===== src/rtl/smw_pkg.sv =====
`timescale 1ns/1ps
package smw_pkg;
   typedef enum logic {
      SMW_ADD = 1'b0,
      SMW_SUB = 1'b1
   } smw_op_e;
endpackage


===== src/rtl/smw_sign_prep.sv =====
`timescale 1ns/1ps
module smw_sign_prep
   import smw_pkg::*;
(
   input  smw_op_e op,
   input  logic    opd_sign,
   output logic    eff_sign
);
   always_comb begin
      case (op)
         SMW_SUB: eff_sign = ~opd_sign;
         default: eff_sign = opd_sign;
      endcase
   end
endmodule


===== src/rtl/smw_mag_unit.sv =====
`timescale 1ns/1ps
module smw_mag_unit #(
   parameter int MAG_W      = 30,
   parameter bit SHARED_SUB = 1'b1
) (
   input  logic             a_sign,
   input  logic [MAG_W-1:0] a_mag,
   input  logic             b_sign,
   input  logic [MAG_W-1:0] b_mag,
   output logic             r_sign,
   output logic [MAG_W-1:0] r_mag,
   output logic             r_ovf
);
   logic             like_signs;
   logic [MAG_W:0]   sum_ext;
   logic [MAG_W-1:0] diff_mag;
   logic             a_not_less;

   assign like_signs = (a_sign == b_sign);
   assign sum_ext    = {1'b0, a_mag} + {1'b0, b_mag};

   generate
      if (SHARED_SUB) begin : g_shared
         logic [MAG_W:0] raw;
         assign raw        = {1'b0, a_mag} - {1'b0, b_mag};
         assign a_not_less = ~raw[MAG_W];
         assign diff_mag   = raw[MAG_W] ? (~raw[MAG_W-1:0] + 1'b1) : raw[MAG_W-1:0];
      end else begin : g_parallel
         logic [MAG_W-1:0] a_minus_b;
         logic [MAG_W-1:0] b_minus_a;
         assign a_minus_b  = a_mag - b_mag;
         assign b_minus_a  = b_mag - a_mag;
         assign a_not_less = (a_mag >= b_mag);
         assign diff_mag   = a_not_less ? a_minus_b : b_minus_a;
      end
   endgenerate

   always_comb begin
      if (like_signs) begin
         r_sign = a_sign;
         r_mag  = sum_ext[MAG_W-1:0];
         r_ovf  = sum_ext[MAG_W];
      end else begin
         // equal magnitudes give a_not_less, so zero keeps the accumulator sign
         r_sign = a_not_less ? a_sign : b_sign;
         r_mag  = diff_mag;
         r_ovf  = 1'b0;
      end
   end
endmodule


===== src/rtl/smw_addsub.sv =====
`timescale 1ns/1ps
module smw_addsub
   import smw_pkg::*;
#(
   parameter int BYTE_W     = 6,
   parameter int NUM_BYTES  = 5,
   parameter bit SHARED_SUB = 1'b1,
   localparam int MAG_W     = BYTE_W * NUM_BYTES,
   localparam int WORD_W    = MAG_W + 1
) (
   input  logic              clk,
   input  logic              rst_n,
   input  logic              start,
   input  logic              op_sub,
   input  logic              ovf_clear,
   input  logic [WORD_W-1:0] acc_word,
   input  logic [WORD_W-1:0] opd_word,
   output logic [WORD_W-1:0] res_word,
   output logic              ovf_flag,
   output logic              done
);
   generate
      if (BYTE_W < 1 || BYTE_W > 16) begin : g_bad_byte
         $error("smw_addsub: BYTE_W out of range");
      end
      if (NUM_BYTES < 1 || MAG_W > 62) begin : g_bad_count
         $error("smw_addsub: NUM_BYTES gives unsupported magnitude width");
      end
   endgenerate

   logic             eff_sign;
   logic             nxt_sign;
   logic [MAG_W-1:0] nxt_mag;
   logic             nxt_ovf;
   smw_op_e          op_sel;

   assign op_sel = smw_op_e'(op_sub);

   smw_sign_prep u_prep (
      .op       (op_sel),
      .opd_sign (opd_word[WORD_W-1]),
      .eff_sign (eff_sign)
   );

   smw_mag_unit #(
      .MAG_W      (MAG_W),
      .SHARED_SUB (SHARED_SUB)
   ) u_mag (
      .a_sign (acc_word[WORD_W-1]),
      .a_mag  (acc_word[MAG_W-1:0]),
      .b_sign (eff_sign),
      .b_mag  (opd_word[MAG_W-1:0]),
      .r_sign (nxt_sign),
      .r_mag  (nxt_mag),
      .r_ovf  (nxt_ovf)
   );

   always_ff @(posedge clk or negedge rst_n) begin
      if (!rst_n) begin
         res_word <= '0;
         done     <= 1'b0;
      end else begin
         done <= start;
         if (start) res_word <= {nxt_sign, nxt_mag};
      end
   end

   always_ff @(posedge clk or negedge rst_n) begin
      if (!rst_n)                 ovf_flag <= 1'b0;
      else if (start && nxt_ovf)  ovf_flag <= 1'b1;
      else if (ovf_clear)         ovf_flag <= 1'b0;
   end


   done_pulse_chk: assert property (@(posedge clk) disable iff (!rst_n)
      done |-> $past(start));

   hold_result_chk: assert property (@(posedge clk) disable iff (!rst_n)
      !start |=> $stable(res_word));

   sticky_ovf_chk: assert property (@(posedge clk) disable iff (!rst_n)
      (ovf_flag && !ovf_clear) |=> ovf_flag);

   unlike_no_ovf_chk: assert property (@(posedge clk) disable iff (!rst_n)
      (start && (acc_word[WORD_W-1] != eff_sign) && !ovf_flag) |=> !ovf_flag);

   zero_sign_chk: assert property (@(posedge clk) disable iff (!rst_n)
      (start && acc_word[MAG_W-1:0] == '0 && opd_word[MAG_W-1:0] == '0)
      |=> (res_word == {$past(acc_word[WORD_W-1]), {MAG_W{1'b0}}}));
endmodule


===== config.mk =====
export PLATFORM = sky130hd
export DESIGN_NAME = smw_addsub
export DESIGN_NICKNAME = d
export VERILOG_FILES = /design/src/rtl/smw_pkg.sv /design/src/rtl/smw_sign_prep.sv /design/src/rtl/smw_mag_unit.sv /design/src/rtl/smw_addsub.sv
export SDC_FILE = /design/constraint.sdc
export NUM_CORES = 1
export LEC_CHECK = 0
export ABC_AREA = 1
export BUFFER_PORTS_ARGS = -buffer_cell sky130_fd_sc_hd__clkbuf_2
export CORE_UTILIZATION = 55
export CTS_CLUSTER_DIAMETER = 40
export DETAILED_ROUTE_END_ITERATION = 7
export GPL_TIMING_DRIVEN = 0
export PLACE_DENSITY_LB_ADDON = 0.15
export SLEW_MARGIN = 20
export SYNTH_ARGS = -nofsm -noshare
export SYNTH_HDL_FRONTEND = slang
export SYNTH_HIERARCHICAL = 1
export SYNTH_SLANG_ARGS = --single-unit

===== constraint.sdc =====
create_clock -name clk -period 1.55 [get_ports clk]
set_input_delay 0.31 -clock clk [delete_from_list [all_inputs] [get_ports clk]]
set_output_delay 0.31 -clock clk [all_outputs]
set_load 0.02 [all_outputs]

==> results.txt <==
* Run status: complete, but fails checks
- Violated checks: setup timing
* Hold violation total from the final report: 0
- Setup slack after layout: -1.20 ns
- Setup TNS: -31.27 ns
- The worst setup path is captured at a flip-flop.
- Cell area after synthesis: 0.00691 mm2
- Number of design rule violations left after detail routing: 0
* Count of endpoints failing setup in the final report: 31
* Worst Hold Class: primary input to async pin
* Vertical die dimension: 114 um
- Weighted congestion at the end of routability-driven global placement: 0.935
- The max-slew violation total from the final report came to 0.
* Drt pass-1 iters: 5
- Unrepaired setup endpoints after global routing: yes
- Achievable frequency: 0.364 GHz
* Seq/Total Area, Yosys: 0.120
- Clock input transition at the sequential cells of the worst setup and hold paths: 0.05 ns
- Internal cell power: 3.33 mW
- The worst setup path is launched from a primary input.
- Number of nets in the layout: 1564
- Largest net degree at the start of global routing: 34
- On the critical path, the stage with the largest delay is an instance of sky130_fd_sc_hd__fa_2.
- Half-perimeter wire length after detailed placement: 17.7 mm
- Number of distinct library cell variants in the gate-level netlist after synthesis: 45
- CP Data Arrival Time: 2.91 ns
- In this run, synthesis produced a sequential element count of 33.
* Maximum number of buffers from clock root to sink: 2
- Counting the fill cells in the layout gives 971.
- Headroom to the max-slew limit came out at 0.495.
* Endpoint of the lowest-slack register-to-register path: res_word[10]$_DFFE_PN0P_
- Skew final: 0 ns
* Global router's overall resource usage: 0.360
- Of the available clock period, the critical path in the final layout requires 1.77.
- CTS root buffer: sky130_fd_sc_hd__clkbuf_16
- Relative to the synthesized area, the layout overhead comes to 36.0%.
- Most common cell after layout, fill and taps aside: sky130_fd_sc_hd__nand2_1
* Clock Sink Count: 33
- Pin slew with the least headroom to its limit: 0.757 ns
- Setup crit end: res_word[18]$_DFFE_PN0P_
* Clock tree from TritonCTS: yes
* Antenna violations before repair: 0
* Post-synthesis average cell area: 5.48 um2
- The share of total power dissipated in sequential elements is 0.173.
- Walking the worst path, the cells encountered are clkbuf_16, inv_8, ha_4, fa_2, ha_4, a21boi_4, nand3_2, nor2_2, nand2_2, nor2_4, nand2_2, nor2_4, nand3_2, nand2_4, o21ai_2, a21oi_2, nor2_1, nand2_1, nand2_1.
- Core outline area: 0.0121 mm2
- The share of total power dissipated in the clock network is 0.155.
- After global routing the overflow that remains totals 0.
* Post-synthesis cell count: 1260
* Yosys top cell by area: sky130_fd_sc_hd__nand2_1
- Subtracting the final worst setup slack from the clock period gives 2.75 ns.
- Layout cell share with drive strength beyond 1: 0.309
- Area fraction of the dominant cell type after synthesis: 0.245
- Area contributors post-synth: sky130_fd_sc_hd__nand2_1 24%, sky130_fd_sc_hd__dfrtp_1 12%, sky130_fd_sc_hd__inv_1 12%
- Port-buffer cells: 99
* Initial DRC Count: 830
- The largest single stage delay on the critical path is 0.60 ns.
- Power share of the combinational group: 0.673
- Detailed routing inserted a total of 8844 vias.
* Routed Wire Length: 24.9 mm
- Hold Worst Slack: 0.0920 ns
- Warnings from Yosys: 6
* I/O Pins: 100
* P_sw: 3.30 mW
- Via count of the first global-routing pass: 7787
- Count of nets left with antenna violations after detail routing: 0
* Commonest non-fill, non-tap cells in the layout: 396 x sky130_fd_sc_hd__nand2_1, 195 x sky130_fd_sc_hd__inv_1, 96 x sky130_fd_sc_hd__clkbuf_2, 84 x sky130_fd_sc_hd__nor2_1, 70 x sky130_fd_sc_hd__nand2_2
- Measured in cells, the most critical reg-to-reg path has a length of 2.
- Launching point of the worst reg2reg path: res_word[10]$_DFFE_PN0P_
- Post-CTS Hold Buffers: 0
- Prior to clock tree synthesis, the placed netlist has a worst setup slack of -1.54 ns.
* Switch share: 0.498
* Effective utilization at floorplan: 0.570
- The critical path starts at acc_word[0].
- For the worst-skew pair, the clock arrives at the later sink with an insertion delay of 0.28 ns.
- For this design the ratio of total power to cell area is 706 mW/mm2.
- The initialized floorplan defines 40 standard-cell rows.
- Via count normalized by instance count: 5.52
- Highest net fanout along the worst path: 7
- Classification of the worst setup path: primary input to flip-flop
* Die Area: 0.0130 mm2
* Static Leakage: 5.28 nW
* Reg2reg setup slack: 0.81 ns
* Die span in x: 114 um
* Synthesized netlist net count: 1390
- Peak supply drop: 0.440 mV
- 0 antenna diodes ended up in the layout.
- Clock buffers created by TritonCTS: 5
- Max cap viols: 0
- Required arrival time at the worst endpoint: 1.72 ns
- The first global-routing pass estimated 37.1 mm of wire.
- H-tree lvl count: 2
* Average wire per standard cell: 15.5 um
metrics by stage:
step | cell area [um2] | util | cells | power, mW
floorplan | 7240 | - | 1260 | 3.71
global placement | 7950 | 0.656 | 1527 | 4.63
detailed placement | 7950 | 0.656 | 1527 | 4.69
CTS | 9030 | 0.746 | 1592 | 6.16
global route | 9400 | 0.776 | 1603 | 7.02
finish | 9400 | 0.776 | 1603 | 6.64
metal layers:
layer,global-route usage,up-vias,routed length [um]
li1,-,4271,-
met1,0.489,3949,10400
met2,0.583,518,11000
met3,0.0376,106,2420
met4,0.142,0,1060
met5,0,-,0
cell usage after synthesis (all sizes together):
cell type,count
nand2,488
inv,222
nor2,114
nand3,94
a21oi,71
o21ai,66
ha,61
dfrtp,33
buf,32
nand4,19
nor3,9
a31oi,7
xor2,6
a21o,5
clkbuf,5
nor4,4
o21bai,4
clkinv,3
or2,3
a21boi,2
and2,2
fa,2
o22ai,2
xnor2,2
a32o,1
o2bb2ai,1
o311ai,1
o31ai,1
state kept, by name, summed over array words and instances (netlist names):
name / cells
done: 1
ovf_flag: 1
res_word: 31
logic make-up (layout without fill, tap and decap cells):
kind of cell | Yosys count | in the layout | share of synthesized area
AO/OA/AOI/OAI | 161 | 161 | 0.130
XOR/XNOR | 8 | 8 | 0.0101
adder cells (fa/ha/maj) | 63 | 63 | 0.116
buffers and inverters | 262 | 437 | 0.167
flip-flops | 33 | 33 | 0.120
AND/OR/NAND/NOR | 733 | 733 | 0.457
power by group through the flow:
stage	combinational [mW]	clock (mW)	sequential, mW
floorplan	2.34	0	1.38
global route	4.80	1.05	1.16
finish	4.46	1.03	1.15
detailed placement	3.54	0	1.15
global placement	3.49	0	1.15
CTS	4.02	1.00	1.14
final cells by class:
cell class | instances | area [um2] | share of cell area
buffer | 32 | 335 | 0.0357
clock buffer | 7 | 153 | 0.0162
clock inverter | 1 | 5.00 | 0.000533
inverter | 225 | 886 | 0.0943
multi-input combinational | 965 | 5810 | 0.618
sequential | 33 | 826 | 0.0879
tap | 168 | 210 | 0.0224
timing repair buffer | 172 | 1170 | 0.125
critical path, delay by kind of cell:
| kind | cells | cell delay, ns |
|---|---|---|
| simple gates | 11 | 1.14 |
| fa+ha+maj | 3 | 0.93 |
| compound gates | 3 | 0.39 |
| buf+inv | 2 | 0.14 |
how the worst min path moves through the flow:
stage	start	endpoint	slack [ns]
finish	rst_n	res_word[8]$_DFFE_PN0P_	0.09
CTS	rst_n	res_word[10]$_DFFE_PN0P_	0.12
global placement	rst_n	res_word[3]$_DFFE_PN0P_	0.41
detailed placement	rst_n	res_word[0]$_DFFE_PN0P_	0.40
floorplan	rst_n	done$_DFF_PN0_	0.01
global route	rst_n	res_word[30]$_DFFE_PN0P_	0.17
what timing repair did:
item | in CTS | in global routing
hold endpoints to repair | 0 | 0
pin swaps | 67 | 49
buffers inserted | 57 | 13
gates cloned | 5 | 0
setup endpoints to repair | 31 | 31
resized for setup | 113 | 76
Note: power is estimated with default switching activity, not from simulation.
